`config.mk`:
```
export PLATFORM = sky130hd
export DESIGN_NAME = cfg_loader
export DESIGN_NICKNAME = d
export VERILOG_FILES = /design/src/rtl/cfgl_pkg.sv /design/src/rtl/cfgl_sync.sv /design/src/rtl/cfgl_timer.sv /design/src/rtl/cfgl_bitphase.sv /design/src/rtl/cfg_loader.sv
export SDC_FILE = /design/constraint.sdc
export NUM_CORES = 1
export LEC_CHECK = 0
export BUFFER_PORTS_ARGS = -buffer_cell sky130_fd_sc_hd__clkbuf_2
export CORE_MARGIN = 4
export CORE_UTILIZATION = 40
export DETAILED_ROUTE_END_ITERATION = 8
export PLACE_DENSITY_LB_ADDON = 0.15
export SLEW_MARGIN = 20
export SYNTH_ARGS = -nofsm -noshare
export SYNTH_HDL_FRONTEND = slang
export SYNTH_HIERARCHICAL = 1
export SYNTH_SLANG_ARGS = --single-unit
export TNS_END_PERCENT = 20
```
`constraint.sdc`:
```
create_clock -name clk -period 4.5 [get_ports clk]
set_input_delay 0.675 -clock clk [delete_from_list [all_inputs] [get_ports clk]]
set_output_delay 0.675 -clock clk [all_outputs]
set_load 0.05 [all_outputs]
```
`src/rtl/cfgl_pkg.sv`:
```
package cfgl_pkg;

  typedef enum logic [2:0] {
    ST_IDLE,
    ST_WAIT_LO,
    ST_WAIT_HI,
    ST_FETCH,
    ST_SHIFT,
    ST_WAIT_DONE
  } cfgl_state_e;

  localparam logic [2:0] RES_OK      = 3'b000;
  localparam logic [2:0] RES_INIT_LO = 3'b111;
  localparam logic [2:0] RES_INIT_HI = 3'b110;
  localparam logic [2:0] RES_DONE    = 3'b101;

  // {clock, data} for phase index 0..3 of one bit
  function automatic logic [1:0] phase_pins(input logic [1:0] ph, input logic b);
    case (ph)
      2'd0:    phase_pins = {1'b0, 1'b1};
      2'd1:    phase_pins = {1'b0, b};
      2'd2:    phase_pins = {1'b1, b};
      default: phase_pins = {1'b1, 1'b1};
    endcase
  endfunction

endpackage

```
`src/rtl/cfgl_sync.sv`:
```
module cfgl_sync #(
  parameter int          W       = 2,
  parameter int          STAGES  = 2,
  parameter logic [W-1:0] RST_VAL = '0
) (
  input  logic         clk,
  input  logic         rst,
  input  logic [W-1:0] d_i,
  output logic [W-1:0] q_o
);

  for (genvar g = 0; g < W; g++) begin : g_bit
    logic [STAGES-1:0] chain;
    always_ff @(posedge clk) begin
      if (rst) chain <= {STAGES{RST_VAL[g]}};
      else     chain <= {chain[STAGES-2:0], d_i[g]};
    end
    assign q_o[g] = chain[STAGES-1];
  end

endmodule

```
`src/rtl/cfgl_timer.sv`:
```
module cfgl_timer #(
  parameter int TICK_DIV = 4,
  parameter int CW       = 4
) (
  input  logic          clk,
  input  logic          rst,
  input  logic          load_i,
  input  logic [CW-1:0] limit_i,
  output logic          expired_o
);

  localparam int PW = (TICK_DIV > 1) ? $clog2(TICK_DIV) : 1;
  localparam logic [PW-1:0] PRE_TOP = PW'(TICK_DIV - 1);

  logic [PW-1:0] pre_q;
  logic [CW-1:0] cnt_q;

  always_ff @(posedge clk) begin
    if (rst) begin
      pre_q <= '0;
      cnt_q <= '0;
    end else if (load_i) begin
      pre_q <= '0;
      cnt_q <= limit_i;
    end else if (cnt_q != '0) begin
      if (pre_q == PRE_TOP) begin
        pre_q <= '0;
        cnt_q <= cnt_q - 1'b1;
      end else begin
        pre_q <= pre_q + 1'b1;
      end
    end
  end

  assign expired_o = (cnt_q == '0);

endmodule

```
`src/rtl/cfgl_bitphase.sv`:
```
module cfgl_bitphase
  import cfgl_pkg::*;
#(
  parameter int PHASE_CYC = 2
) (
  input  logic clk,
  input  logic rst,
  input  logic go_i,
  input  logic bit_i,
  output logic cclk_o,
  output logic cdata_o,
  output logic fin_o
);

  localparam int DW = (PHASE_CYC > 1) ? $clog2(PHASE_CYC) : 1;
  localparam logic [DW-1:0] DWELL_TOP = DW'(PHASE_CYC - 1);

  logic          active_q;
  logic [1:0]    ph_q;
  logic [DW-1:0] dwell_q;
  logic          bit_q;
  logic [1:0]    pins_nx;

  assign pins_nx = phase_pins(ph_q + 2'd1, bit_q);

  always_ff @(posedge clk) begin
    if (rst) begin
      active_q <= 1'b0;
      ph_q     <= '0;
      dwell_q  <= '0;
      bit_q    <= 1'b1;
      cclk_o   <= 1'b1;
      cdata_o  <= 1'b1;
      fin_o    <= 1'b0;
    end else begin
      fin_o <= 1'b0;
      if (go_i && !active_q) begin
        active_q <= 1'b1;
        ph_q     <= 2'd0;
        dwell_q  <= '0;
        bit_q    <= bit_i;
        {cclk_o, cdata_o} <= phase_pins(2'd0, bit_i);
      end else if (active_q) begin
        if (dwell_q == DWELL_TOP) begin
          dwell_q <= '0;
          if (ph_q == 2'd3) begin
            active_q <= 1'b0;
            fin_o    <= 1'b1;
          end else begin
            ph_q <= ph_q + 2'd1;
            {cclk_o, cdata_o} <= pins_nx;
          end
        end else begin
          dwell_q <= dwell_q + 1'b1;
        end
      end
    end
  end

endmodule

```
`src/rtl/cfg_loader.sv`:
```
module cfg_loader
  import cfgl_pkg::*;
#(
  parameter int TICK_DIV    = 50000,
  parameter int WIN_INIT_LO = 4,
  parameter int WIN_INIT_HI = 4,
  parameter int WIN_DONE    = 4,
  parameter int PHASE_CYC   = 2,
  parameter int SYNC_STAGES = 2
) (
  input  logic       clk,
  input  logic       rst,
  input  logic       start_i,
  input  logic       bit_valid_i,
  input  logic       bit_data_i,
  input  logic       bit_last_i,
  output logic       bit_ready_o,
  output logic       prog_n_o,
  output logic       cclk_o,
  output logic       cdata_o,
  input  logic       init_i,
  input  logic       done_i,
  output logic       busy_o,
  output logic       finish_o,
  output logic [2:0] result_o
);

  localparam int WIN_MAX1 = (WIN_INIT_LO > WIN_INIT_HI) ? WIN_INIT_LO : WIN_INIT_HI;
  localparam int WIN_MAX  = (WIN_MAX1 > WIN_DONE) ? WIN_MAX1 : WIN_DONE;
  localparam int CW       = $clog2(WIN_MAX + 1);

  cfgl_state_e   state_q;
  logic          last_q;
  logic          init_s, done_s;
  logic          load;
  logic [CW-1:0] limit;
  logic          expired;
  logic          take;
  logic          shift_fin;

  cfgl_sync #(.W(2), .STAGES(SYNC_STAGES), .RST_VAL(2'b10)) u_sync (
    .clk (clk),
    .rst (rst),
    .d_i ({init_i, done_i}),
    .q_o ({init_s, done_s})
  );

  cfgl_timer #(.TICK_DIV(TICK_DIV), .CW(CW)) u_timer (
    .clk       (clk),
    .rst       (rst),
    .load_i    (load),
    .limit_i   (limit),
    .expired_o (expired)
  );

  assign take = (state_q == ST_FETCH) && bit_valid_i && bit_ready_o;

  cfgl_bitphase #(.PHASE_CYC(PHASE_CYC)) u_phase (
    .clk     (clk),
    .rst     (rst),
    .go_i    (take),
    .bit_i   (bit_data_i),
    .cclk_o  (cclk_o),
    .cdata_o (cdata_o),
    .fin_o   (shift_fin)
  );

  // window selection: each wait phase reloads its own limit on entry
  always_comb begin
    load  = 1'b0;
    limit = '0;
    case (state_q)
      ST_IDLE:    if (start_i)              begin load = 1'b1; limit = CW'(WIN_INIT_LO); end
      ST_WAIT_LO: if (!init_s)              begin load = 1'b1; limit = CW'(WIN_INIT_HI); end
      ST_SHIFT:   if (shift_fin && last_q)  begin load = 1'b1; limit = CW'(WIN_DONE);    end
      default: ;
    endcase
  end

  always_ff @(posedge clk) begin
    if (rst) begin
      state_q     <= ST_IDLE;
      prog_n_o    <= 1'b1;
      busy_o      <= 1'b0;
      finish_o    <= 1'b0;
      result_o    <= RES_OK;
      bit_ready_o <= 1'b0;
      last_q      <= 1'b0;
    end else begin
      finish_o <= 1'b0;
      case (state_q)
        ST_IDLE: begin
          if (start_i) begin
            state_q  <= ST_WAIT_LO;
            prog_n_o <= 1'b0;
            busy_o   <= 1'b1;
          end
        end
        ST_WAIT_LO: begin
          if (!init_s) begin
            prog_n_o <= 1'b1;
            state_q  <= ST_WAIT_HI;
          end else if (expired) begin
            prog_n_o <= 1'b1;
            state_q  <= ST_IDLE;
            busy_o   <= 1'b0;
            finish_o <= 1'b1;
            result_o <= RES_INIT_LO;
          end
        end
        ST_WAIT_HI: begin
          if (init_s) begin
            state_q     <= ST_FETCH;
            bit_ready_o <= 1'b1;
          end else if (expired) begin
            state_q  <= ST_IDLE;
            busy_o   <= 1'b0;
            finish_o <= 1'b1;
            result_o <= RES_INIT_HI;
          end
        end
        ST_FETCH: begin
          if (take) begin
            bit_ready_o <= 1'b0;
            last_q      <= bit_last_i;
            state_q     <= ST_SHIFT;
          end
        end
        ST_SHIFT: begin
          if (shift_fin) begin
            if (last_q) begin
              state_q <= ST_WAIT_DONE;
            end else begin
              state_q     <= ST_FETCH;
              bit_ready_o <= 1'b1;
            end
          end
        end
        ST_WAIT_DONE: begin
          if (done_s) begin
            state_q  <= ST_IDLE;
            busy_o   <= 1'b0;
            finish_o <= 1'b1;
            result_o <= RES_OK;
          end else if (expired) begin
            state_q  <= ST_IDLE;
            busy_o   <= 1'b0;
            finish_o <= 1'b1;
            result_o <= RES_DONE;
          end
        end
        default: state_q <= ST_IDLE;
      endcase
    end
  end

endmodule

```
# [After elaboration in Yosys (flattened, before gate mapping)]
# Index checks and enable logic that the tools add are counted.
[totals] ff_bits=42 input_bits=8 out_inout_bits=9 wordCells=134
[classes] n_addsub=4 eq_ne=21 n_mux=59 bitwise_logic=3 n_reduce_logical=29
[ops] cell="two-way mux 3 bit" n=20
[ops] cell="two-way mux 1 bit" n=29
[ops] cell="one-hot mux 3 bit (3 select lines)" n=2
[ops] cell="one-hot mux 3 bit (6 select lines)" n=1
[ops] cell="adder 16 x 1 -> 16 bit, second input constant" n=1
[ops] cell="== test 16 bit, second input constant" n=1
[ops] cell="two-way mux 16 bit" n=1
[ops] cell="AND reduction 3 bit" n=4
[ops] cell="inequality test 2 x 1 -> 1 bit, second input constant" n=5
[ops] cell="inequality test 2 bit, second input constant" n=5
[ops] cell="nonzero test 2 bit" n=5
[ops] cell="one-hot mux 1 bit (3 select lines)" n=3
[ops] cell="nonzero test 3 bit" n=3
[ops] cell="== test 3 x 2 -> 1 bit, second input constant" n=2
[ops] cell="== test 3 bit, second input constant" n=2
[ops] cell="logical NOT 3 bit" n=2
[ops] cell="one-hot mux 2 bit (3 select lines)" n=1
[ops] cell="AND reduction 6 bit" n=1
[ops] cell="AND reduction 5 bit" n=1
[ops] cell="== test 2 bit, second input constant" n=2
[ops] cell="logical AND 1 bit" n=4
[ops] cell="one-hot mux 1 bit (4 select lines)" n=1
[ops] cell="AND reduction 2 bit" n=2
[ops] cell="AND reduction 4 bit" n=1
[ops] cell="other kinds (14)" n=17

# [Depth between registers and ports, before layout]
# Gate-level depths: netlist (run 1).
[depth] depth_word=7 ltp_mapped=10 mapped_depth_nobuf=8

# [By module]
# The synthesis (run 1) kept the hierarchy.
[modules_own_cells] module="cfgl_timer" n_inst=1 cells_per_inst=117 area_per_inst_um2=988.4 seq_area_each_um2=380.4
[modules_own_cells] module="cfg_loader" n_inst=1 cells_per_inst=93 area_per_inst_um2=743.2 seq_area_each_um2=220.2
[modules_own_cells] module="cfgl_bitphase" n_inst=1 cells_per_inst=35 area_per_inst_um2=367.9 seq_area_each_um2=160.2
[modules_own_cells] module="cfgl_sync" n_inst=1 cells_per_inst=10 area_per_inst_um2=120.1 seq_area_each_um2=80.1

# [Least setup slack after synthesis (run 1)]
# Ideal clock, no wire load.
[synth_timing] kind="reg-to-reg" start="register u_timer.cnt_q[0]" end="register u_timer.pre_q[13]" setup_ps=71 arrival_ps=1908 slack_ps=2521 path_stages_with_launch=10 path_cell_list="dfxtp_1 -> inv_1 -> ha_1 -> or2b_1 -> buf_6 -> inv_4 -> or3_4 -> buf_6 -> or4_1 -> a21oi_1"
[synth_between] elab_chain_len=1
[synth_rtl] item="start: declaration" line="cfgl_timer.sv:16" rtl="logic [CW-1:0] cnt_q;"
[synth_rtl] item="start signal: assignment" line="cfgl_timer.sv:24" rtl="cnt_q <= limit_i;"
[synth_rtl] item="start signal: assignment" line="cfgl_timer.sv:28" rtl="cnt_q <= cnt_q - 1'b1;"
[synth_rtl] item="nonzero test 3 bit" line="cfgl_timer.sv:25" rtl="end else if (cnt_q != '0) begin"
[synth_rtl] item="end signal: assignment" line="cfgl_timer.sv:30" rtl="pre_q <= pre_q + 1'b1;"
[synth_rtl] item="end: declaration" line="cfgl_timer.sv:15" rtl="logic [PW-1:0] pre_q;"
# Every way passes these cells.
# A chain may end at the register's enable or synchronous reset.

# [Worst setup path after layout (run 1)]
# Ends and elaborated chain as after synthesis.

==> reports/metrics.yaml, run 1 <==
status: "complete, no violations"
routedWlPerCell_um: 12.3
diodes: 0
drive_gt1_frac: 0.147
async_flop_share: 0
synth_xor_xnor_area_share: 0.0316
clk_latency_ns: 0.28
post_dp_cell_area_um2: 2260
vias: 1783
yosysSeqAreaShare: 0.379
rows: 26
cts_hold_buffers: 0
netlist_area_um2: 2220
post-dp-hpwl_um: 2830
setup_tns_ns: 0
arrival_ns: 2.40
muxShareOfSynthArea: 0.00902
syn_inst: 255
clock_skew_ns: 0.00260
post_synth_and_or_nand_nor_area_fraction: 0.265
start_util: 0.424
crit_start: "u_timer/cnt_q[0]$_SDFFE_PP0P_"
fillers: 523
viasPerCell: 5.32
crit_chain: "inv_1 > ha_1 > or2b_1 > inv_4 > or3_4 > or4_1 > a21oi_1"
ys.flop_type: "dfxtp_1"
drt_iter0_drc: 71
crit_path_top_delay_cell: "or4_1"
grt_pass1_wl_um: 7070
grt_overflow: 0
synth_top_family_by_area: "simple AND/OR/NAND/NOR gates"
synth.area.top_cells: "dfxtp_1 38%, buf_6 4.1%, a21oi_1 3.8%"
cp-start-kind: "flop"
synth_edf_count: 0
worstPathRequired_ns: 4.71
ys_types: 63
clock_sinks: 42
rsz0062_at_grt: "no"
die_area_um2: 6800
dp_cells: 327
grt_antenna_before_repair: 0
cts_setup_buffers: 0
final_antenna_net_count: 0
clock-root-buffer: "clkbuf_8"
finalNonFillerCells: 335
p_per_area_nw_per_um2: 316
multi_input_area_um2: 1200
grt_pass1_vias: 1576
grtUsageTotal: 0.131
met3_length_um: 154
wirelength_um: 4110
crit_path_max_incr_delay_ns: 0.49
leakagePower_uw: 0.000827
tightest_slew_ns: 0.663
worstSetupPathType: "flop to flop"
layout_min_cycle_time_ns: 2.19
die_x_um: 82.5
r2r_start: "u_timer/cnt_q[0]$_SDFFE_PP0P_"
max-cap-violations: 0
critPathMaxFanout: 12
met1_length_um: 2060
hold_viol: 0
ios: 17
post_cts_resized: 0
cts_tree: "yes"
coreArea_um2: 5240
fin_nets: 277
clockBufferDepth: 2
ir_drop_mv: 0.118
netlist.area_leader.share: 0.379
report.final.setup_viol: 0
slew_viol_final: 0
max_clock_freq_mhz: 457
cts.clk_slew.worst_paths_ns: 0.08
synth_fa_ha_area_frac: 0.0282
place.gp.congestion: 0.734
hold_start: "u_sync/g_bit[1].chain[0]$_SDFF_PP1_"
cts_made_buffers: 5
design_area_um2: 2350
synth_warnings: 6
grt_max_degree: 34
synth_compound_area_frac: 0.200
chipHeight_um: 82.5
register_area_um2: 841
synth_top_cell_by_area: "dfxtp_1"
port_buffers: 16
hold_path_class: "flop to flop"
top_layer: "met4"
drc: 0
wl_met2_um: 1860
avgSynthCellArea_um2: 8.70
area_growth_pct: 6.09
cts-htree-levels: 2
crit_path_end_kind: "flop"
slew_headroom: 0.558
period_share: 0.486
drt_pass1_iterations: 4
ys_seq_elements: 42
cells in the mapped netlist, drive strengths merged, types with 3 or more instances:
cell / n
a21oi: 18
a31oi: 3
buf: 15
dfxtp: 42
ha: 5
inv: 15
nand2: 16
nand3: 4
nand4: 5
nor2: 24
nor2b: 9
nor3: 4
nor4: 4
o211ai: 3
o21ai: 17
o31ai: 4
or2: 5
or3: 8
or4: 4
xnor2: 5
xor2: 3
sequential cells by signal, indices dropped and copies added, names as in the netlist, 2 cells and up:
| register | flops |
|---|---|
| u_sync/g_bit.chain | 4 |
| state_q | 3 |
| u_timer/pre_q | 16 |
| u_timer/cnt_q | 3 |
| result_o | 3 |
| u_phase/ph_q | 2 |
layout make-up:
type,instances,area share
clock buffers,7,0.0367
clock inverters,1,0.00213
inverters,15,0.0250
multi-input cells,184,0.508
flip-flops and latches,42,0.357
well taps,70,0.0372
repair buffers,16,0.0340
final timing paths:
check	to	slack, ns	depth (start not counted)
max	u_timer/pre_q[13]$_SDFFE_PP0N_	2.31	7
min	u_sync/g_bit[1].chain[1]$_SDFF_PP1_	0.42	1
max reg2reg	u_timer/pre_q[13]$_SDFFE_PP0N_	2.31	7
min reg2reg	u_sync/g_bit[1].chain[1]$_SDFF_PP1_	0.42	1
routing by layer:
| metal | global-route usage | up-vias |
|---|---|---|
| li1 | - | 930 |
| met1 | 0.181 | 819 |
| met2 | 0.203 | 32 |
| met3 | 0.0293 | 2 |
| met4 | 0.0392 | 0 |
| met5 | 0 | - |
where the power goes:
group / internal, uW / leakage, uW / switching [uW]
clock: 124 / 0.0000482 / 122
combinational: 34.1 / 0.000437 / 67.9
sequential: 384 / 0.000341 / 12.8
metrics by stage:
stage                     hold slack (ns)  setup slack [ns]  total power [uW]   util
after floorplan                     0.383              2.52               495      -
after global placement              0.413              2.04               508  0.431
after detailed placement            0.406              1.96               508  0.431
after CTS                           0.426              2.01               757  0.449
after global routing                0.441              2.10               787  0.450
final                               0.417              2.31               745  0.450
critical path: cells and delay by family (launching register included):
family / cells / cell delay, ns
adder cells (fa/ha/maj): 1 / 0.18
buffers and inverters: 2 / 0.18
AND/OR/NAND/NOR: 3 / 1.27
flip-flops: 1 / 0.33
AO/OA/AOI/OAI: 1 / 0.15
cell usage in the layout, fill, tap and decap left out, types with 3 or more instances in the layout:
cell type | Yosys | routed
dfxtp_1 | 42 | 42
nor2_1 | 21 | 21
a21oi_1 | 17 | 17
nand2_1 | 16 | 16
clkbuf_2 | 0 | 16
o21ai_0 | 14 | 14
inv_1 | 13 | 13
nor2b_1 | 8 | 8
or3_1 | 7 | 7
clkbuf_8 | 0 | 6
xnor2_1 | 5 | 5
ha_1 | 5 | 5
nand4_1 | 5 | 5
nor3_1 | 4 | 4
nor4_1 | 4 | 4
nand3_1 | 4 | 4
o31ai_1 | 4 | 4
or4_1 | 4 | 4
nor2_2 | 3 | 3
a31oi_1 | 3 | 3
or2_1 | 3 | 3
o211ai_1 | 3 | 3
xor2_1 | 3 | 3
logic make-up after synthesis:
logic type | Yosys count
XOR/XNOR | 8
buffers and inverters | 30
AO/OA/AOI/OAI | 67
adder cells (fa/ha/maj) | 5
AND/OR/NAND/NOR | 100
other | 1
flip-flops | 42
multiplexers | 2
Note: power is estimated with default switching activity, not from simulation.
==> run 2, diff against run 1 <==
--- a/config.mk
+++ b/config.mk
@@ -5,6 +5,7 @@
 export SDC_FILE = /design/constraint.sdc
 export NUM_CORES = 1
 export LEC_CHECK = 0
+export ABC_AREA = 1
 export BUFFER_PORTS_ARGS = -buffer_cell sky130_fd_sc_hd__clkbuf_2
 export CORE_MARGIN = 4
 export CORE_UTILIZATION = 40
==> constraint.sdc (replaced) <==
create_clock -name clk -period 1.8 [get_ports clk]
set_input_delay 0.27 -clock clk [delete_from_list [all_inputs] [get_ports clk]]
set_output_delay 0.27 -clock clk [all_outputs]
set_load 0.05 [all_outputs]
==> run 2 against run 1 <==
Area after synthesis up 4.0%. Largest power group unchanged. Final area up 12%. Cell count up 32%. Die area up 3.6%. Highest routed layer unchanged. Sequential cell count unchanged. Global-route usage up 0.68 points. Sequential power rose to 2.5 times the previous value. Maximum frequency up 34%. Largest cell class unchanged. First-iteration DRC count up 24%.
==> reports/metrics.yaml, run 2 <==
cts_made_buffers: 5  # unchanged
drt_pass1_iterations: 4  # unchanged
synth_edf_count: 0  # unchanged
grt_max_degree: 18  # -47%
netlist.area_leader.share: 0.364  # -0.0146
multi_input_area_um2: 1250  # +4.4%
ys.flop_type: "dfxtp_1"
p_int_uw: 1670  # +210%
drive_gt1_frac: 0.189  # +0.0415
die_x_um: 84.0  # +1.8%
p_comb_frac: 0.187  # +0.050
chipHeight_um: 84.0  # +1.8%
max-cap-violations: 0  # unchanged
synth_warnings: 6  # unchanged
path_buf_inv: 2  # unchanged
dp_cells: 434  # +33%
worstSetupPathType: "flop to flop"
crit_start: "u_timer/cnt_q[0]$_SDFFE_PP0P_"
status: "complete, no violations"
cp-start-kind: "flop"
crit_path_end_kind: "flop"
p_per_area_nw_per_um2: 881  # +180%
coreArea_um2: 5540  # +5.8%
hold_path_class: "input port to flop"
post-dp-hpwl_um: 3700  # +31%
crit_chain: "inv_1 > ha_1 > nand2_4 > clkinvlp_4 > nor2_1 > nand2_1 > nand2_1 > nor2_1 > nand3_1 > a21oi_1"
ys_seq_elements: 42  # unchanged
vias: 2078  # +17%
clock-root-buffer: "clkbuf_8"
cp_top_family: "simple AND/OR/NAND/NOR gates"
swShare: 0.282  # +0.0102
arrival_ns: 1.81  # -0.59 ns
finalNonFillerCells: 443  # +32%
clockBufferDepth: 2  # unchanged
grt_antenna_before_repair: 0  # unchanged
cts.clk_slew.worst_paths_ns: 0.09  # about the same
final_common_cell: "nand2_1"
report.final.setup_viol: 0  # unchanged
hold_start: "init_i"
yosysMostFrequentCell: "nand2_1"
ir_drop_mv: 0.547  # +360%
routedWlPerCell_um: 10.6  # -13%
grt_overflow: 0  # unchanged
post_dp_cell_area_um2: 2480  # +9.9%
grt_pass1_wl_um: 8110  # +15%
fin_nets: 383  # +38%
critPathMaxFanout: 7  # -5
fillers: 583  # +11%
rsz0062_at_grt: "yes"
max_clock_freq_mhz: 612  # +34%
slew_viol_final: 0  # unchanged
viasPerCell: 4.69  # -12%
ys_types: 31  # -51%
hold_viol: 0  # unchanged
r2r_start: "u_timer/cnt_q[0]$_SDFFE_PP0P_"
clk_latency_ns: 0.29  # about the same
final_cell_mix: "82 x nand2_1, 50 x nor2_1, 43 x inv_1"
drt_iter0_drc: 88  # +24%
die_area_um2: 7050  # +3.6%
top_regs: "u_timer/pre_q (16), u_sync/g_bit.chain (4)"
p_switching_uw: 659  # +220%
wirelength_um: 4710  # +15%
synth.area.top_cells: "dfxtp_1 36%, nand2_1 13%, nor2_1 8.3%"
largest_reg_flops: 16  # unchanged
port_buffers: 16  # unchanged
crit_path_max_incr_delay_ns: 0.32  # -0.17 ns
power_frac_seq: 0.432  # -0.101
pwr-share-clk: 0.382  # +0.052
avgSynthCellArea_um2: 6.67  # -23%
diodes: 0  # unchanged
drc: 0  # unchanged
place.gp.congestion: 0.923  # +26%
yosysSeqAreaShare: 0.364  # -0.0146
period_share: 0.908  # +0.422
grtUsageTotal: 0.138  # +0.00683
syn_inst: 346  # +36%
clock_skew_ns: 0.00677  # +0.00417 ns
grt_pass1_vias: 1857  # +18%
regMostFlops: "u_timer/pre_q"
synth.top_cells.by_count: "82 x nand2_1, 51 x nor2_1, 46 x inv_1, 42 x dfxtp_1, 24 x nand3_1"
crit_path_top_delay_cell: "dfxtp_1"
synth_top_cell_by_area: "dfxtp_1"
final_antenna_net_count: 0  # unchanged
cts_tree: "yes"
layout_min_cycle_time_ns: 1.63  # -0.553 ns
design_area_um2: 2650  # +12%
start_util: 0.417  # -0.00713
netlist_area_um2: 2310  # +4.0%
area_growth_pct: 14.7
leakagePower_uw: 0.00118  # +43%
cts-htree-levels: 2  # unchanged
ios: 17  # unchanged
worstPathRequired_ns: 1.98  # -2.73 ns
setup_tns_ns: 0  # unchanged
rows: 27  # +3.8%
clock_sinks: 42  # unchanged
register_area_um2: 843  # +0.30%
async_flop_share: 0  # unchanged
run 2: changes by cell type in the layout (fill, tap and decap cells not counted), moves of 7 or more:
cell and change:
nor2_1 +29, or3_1 -7, nand2_1 +66, nand3_1 +20, inv_2 +10, nor2_4 +7
nor2b_1 -8, inv_1 +30
run 2: layout make-up:
class | instances | share of cell area
clock buffer | 5 | 0.0260
clock inverter | 3 | 0.0260
inverter | 55 | 0.0794
multi-input combinational | 245 | 0.472
sequential | 42 | 0.319
tap | 72 | 0.0340
timing repair buffer | 21 | 0.0444
run 2: power groups by stage:
stage               combinational (uW)  clock (uW)  sequential, uW
floorplan                          260           0            1090
global route                       494         943            1010
finish                             436         890            1010
detailed placement                 420           0            1030
CTS                                423         917            1010
global placement                   422           0            1030
run 2: repair_timing:
action                                  4_1_cts  5_1_grt
endpoints found under the setup margin        1       10
hold buffers                                  0        0
pin swaps                                     0        1
resized for setup                             1        7
buffers inserted                              0        1
run 2: kinds of logic after synthesis:
logic type,after synthesis,share of synthesized area
simple gates,196,0.400
other cells,1,0.00162
compound gates,38,0.0900
xor+xnor,4,0.0152
fa+ha+maj,5,0.0271
buf+inv,60,0.102
flops,42,0.364
run 2: stage by stage:
step | utilization | hold slack [ns] | total power, uW | setup slack (ns)
floorplan | - | 0.339 | 1350 | 0.171
global placement | 0.448 | 0.394 | 1450 | 0.0972
detailed placement | 0.448 | 0.398 | 1450 | 0.0477
CTS | 0.474 | 0.141 | 2350 | 0.0260
global route | 0.478 | 0.158 | 2450 | -0.0176
finish | 0.478 | 0.151 | 2330 | 0.165
run 2: path summary, 6_finish.rpt:
path              slack, ns  depth (start not counted)                                   to
setup / recovery       0.17                         10             result_o[2]$_SDFFE_PP0P_
hold / removal         0.15                          3  u_sync/g_bit[1].chain[0]$_SDFF_PP1_
setup reg to reg       0.17                         10             result_o[2]$_SDFFE_PP0P_
hold reg to reg        0.42                          2  u_sync/g_bit[0].chain[1]$_SDFF_PP0_
run 2: worst register-to-register path, delay by kind of cell (launching register included):
family,cells,cell delay (ns)
AOI/OAI and AO/OA,1,0.06
adders and majority gates,1,0.23
buffers and inverters,2,0.25
DFF,1,0.32
and+or+nand+nor,6,0.66
run 2: layer usage:
layer,vias to the layer above,wire length [um],GRT usage
li1,1131,-,-
met4,0,48,0.0351
met1,909,2420,0.190
met2,33,2030,0.218
met3,5,211,0.0296
met5,-,0,0
==> run 3, diff against run 2 <==
--- a/config.mk
+++ b/config.mk
@@ -7,8 +7,10 @@
 export LEC_CHECK = 0
 export ABC_AREA = 1
 export BUFFER_PORTS_ARGS = -buffer_cell sky130_fd_sc_hd__clkbuf_2
+export CELL_PAD_IN_SITES_DETAIL_PLACEMENT = 0
+export CELL_PAD_IN_SITES_GLOBAL_PLACEMENT = 2
 export CORE_MARGIN = 4
-export CORE_UTILIZATION = 40
+export CORE_UTILIZATION = 36
 export DETAILED_ROUTE_END_ITERATION = 8
 export PLACE_DENSITY_LB_ADDON = 0.15
 export SLEW_MARGIN = 20
==> constraint.sdc (replaced) <==
create_clock -name clk -period 2.1 [get_ports clk]
set_input_delay 0.315 -clock clk [delete_from_list [all_inputs] [get_ports clk]]
set_output_delay 0.315 -clock clk [all_outputs]
set_load 0.05 [all_outputs]
==> run 3 against run 2 <==
Clock skew fell by 0.0019 ns. Maximum frequency fell by 10%. Die area rose by 10%. Sequential cell count did not move. Non-clock buffer count fell by 2. Critical path depth rose by 1. Largest power group unchanged. Total power fell by 25%. Hold slack improved by 0.046 ns. First-iteration DRC count fell by 20%. Clock power fell by 41%. Sequential share of layout area rose by 0.96 points. Cell count fell by 0.23%.
==> reports/metrics.yaml, run 3 (same netlist as run 2, synthesis figures left out) <==
hold-worst-slack_ns: 0.196  # +0.0458 ns
grt_pass1_wl_um: 8510  # +4.9%
drt_pass1_iterations: 4  # unchanged
vias: 2056  # -1.1%
cp-start-kind: "flop"
start_util: 0.381  # -0.0358
period_share: 0.866  # -0.0424
slew_viol_final: 0  # unchanged
clock_sinks: 42  # unchanged
post-dp-hpwl_um: 4040  # +9.3%
viasPerCell: 4.65  # -0.83%
critPathMaxFanout: 8  # +1
regMostFlops: "u_timer/pre_q"
hold_viol: 0  # unchanged
multi_input_area_um2: 1240  # -1.0%
path_common_cell: "nand2_1"
die_x_um: 88.1  # +4.9%
p_per_area_nw_per_um2: 684  # -22%
clk_latency_ns: 0.29  # about the same
grt_util_met1: 0.207  # +0.0172
crit_path_top_delay_cell: "dfxtp_1"
clock-root-buffer: "clkbuf_8"
hold_path_class: "input port to flop"
ios: 17  # unchanged
setup_tns_ns: 0  # unchanged
leakagePower_uw: 0.00115  # -2.6%
clockBufferDepth: 2  # unchanged
fillers: 659  # +13%
drive_gt1_frac: 0.163  # -0.0252
layout_min_cycle_time_ns: 1.82  # +0.183 ns
grt_use_met3: 0.0310  # +0.00143
register_area_um2: 841  # -0.30%
cts_hold_buffers: 0  # unchanged
status: "complete, no violations"
cts-htree-levels: 2  # unchanged
worstPathRequired_ns: 2.30  # +0.32 ns
diodes: 0  # unchanged
area_growth_pct: 11.0
final_antenna_net_count: 0  # unchanged
cts.clk_slew.worst_paths_ns: 0.08  # about the same
wirelength_um: 5150  # +9.3%
largest_reg_flops: 16  # unchanged
cts_made_buffers: 5  # unchanged
chipHeight_um: 88.1  # +4.9%
crit_path_max_incr_delay_ns: 0.51  # +0.19 ns
clock_skew_ns: 0.00484  # -0.00193 ns
report.final.setup_viol: 0  # unchanged
grt_pass1_vias: 1818  # -2.1%
grtUsageTotal: 0.143  # +0.00580
final_cell_mix: "82 x nand2_1, 51 x nor2_1, 46 x inv_1"
port_buffers: 16  # unchanged
arrival_ns: 2.01  # +0.20 ns
cts_setup_buffers: 0  # unchanged
post_cts_resized: 0  # -1
grt_overflow: 0  # unchanged
coreArea_um2: 6060  # +9.4%
final_common_cell: "nand2_1"
grt_max_degree: 18  # unchanged
use_met2: 0.212  # -0.00531
fin_nets: 381  # -0.52%
top_regs: "u_timer/pre_q (16), u_sync/g_bit.chain (4)"
cts_tree: "yes"
worstSetupPathType: "flop to flop"
busiest_layer: "met2"
crit_chain: "nand2_2 > inv_2 > nand2_1 > o211ai_1 > inv_1 > nor2_1 > nor2_1 > o21ai_0 > nand2_1 > nand2_1 > inv_1"
max_clock_freq_mhz: 550  # -10%
routedWlPerCell_um: 11.6  # +9.6%
die_area_um2: 7760  # +10%
rsz0062_at_grt: "no"
rows: 28  # +3.7%
drc: 0  # unchanged
grt_antenna_before_repair: 0  # unchanged
reg2reg_slack_ns: 0.28  # +0.12 ns
ir_drop_mv: 0.306  # -44%
max-cap-violations: 0  # unchanged
place.gp.congestion: 0.836  # -9.4%
drt_iter0_drc: 70  # -20%
crit_path_end_kind: "flop"
-- run 3: cell count changes in the layout (fill, tap and decap cells not counted), sizes merged --
cell and delta:
bufinv -2, clkinv -1, buf -2, inv +1, clkinvlp -1, clkbuf +1
-- run 3: layer usage --
| layer | vias to the layer above | share of wire | routed length [um] |
|---|---|---|---|
| met3 | 6 | 0.048 | 247 |
| li1 | 1122 | - | - |
| met4 | 0 | 0.012 | 63 |
| met1 | 897 | 0.52 | 2650 |
| met5 | - | 0 | 0 |
| met2 | 31 | 0.42 | 2180 |
-- run 3: final timing paths --
path / cells past startpoint / to / startpoint
hold / removal: 3 / u_sync/g_bit[1].chain[0]$_SDFF_PP1_ / init_i
setup / recovery: 11 / u_timer/cnt_q[0]$_SDFFE_PP0P_ / state_q[2]$_SDFFE_PP0P_
hold reg to reg: 2 / u_sync/g_bit[1].chain[1]$_SDFF_PP1_ / u_sync/g_bit[1].chain[0]$_SDFF_PP1_
setup reg to reg: 11 / u_timer/cnt_q[0]$_SDFFE_PP0P_ / state_q[2]$_SDFFE_PP0P_
-- run 3: stage by stage --
stage | utilization | std cells | worst slack, ns | cell area, um2 | power, uW
5_1_grt | 0.423 | 442 | 0.102 | 2560 | 1870
4_1_cts | 0.423 | 442 | 0.287 | 2560 | 1780
2_1_floorplan | - | 347 | 0.471 | 2310 | 1160
6_report | 0.423 | 442 | 0.282 | 2560 | 1750
3_3_place_gp | 0.409 | 436 | 0.362 | 2480 | 1250
3_5_place_dp | 0.409 | 436 | 0.311 | 2480 | 1250
-- run 3: layout make-up --
type	instances	share of cell area
multi-input cells	245	0.482
flip-flops and latches	42	0.328
inverters	55	0.0806
repair buffers	19	0.0400
well taps	75	0.0366
clock buffers	6	0.0322
-- run 3: power breakdown --
group / internal, uW / total, uW / switching, uW
combinational: 110 / 363 / 253
sequential: 838 / 862 / 23.7
clock: 254 / 528 / 273
total: 1200 / 1750 / 550
-- run 3: worst max-delay path: cells and delay by family (launching register included) --
family / cells / cell delay, ns
compound gates: 2 / 0.41
flops: 1 / 0.51
buf+inv: 3 / 0.32
simple gates: 6 / 0.48
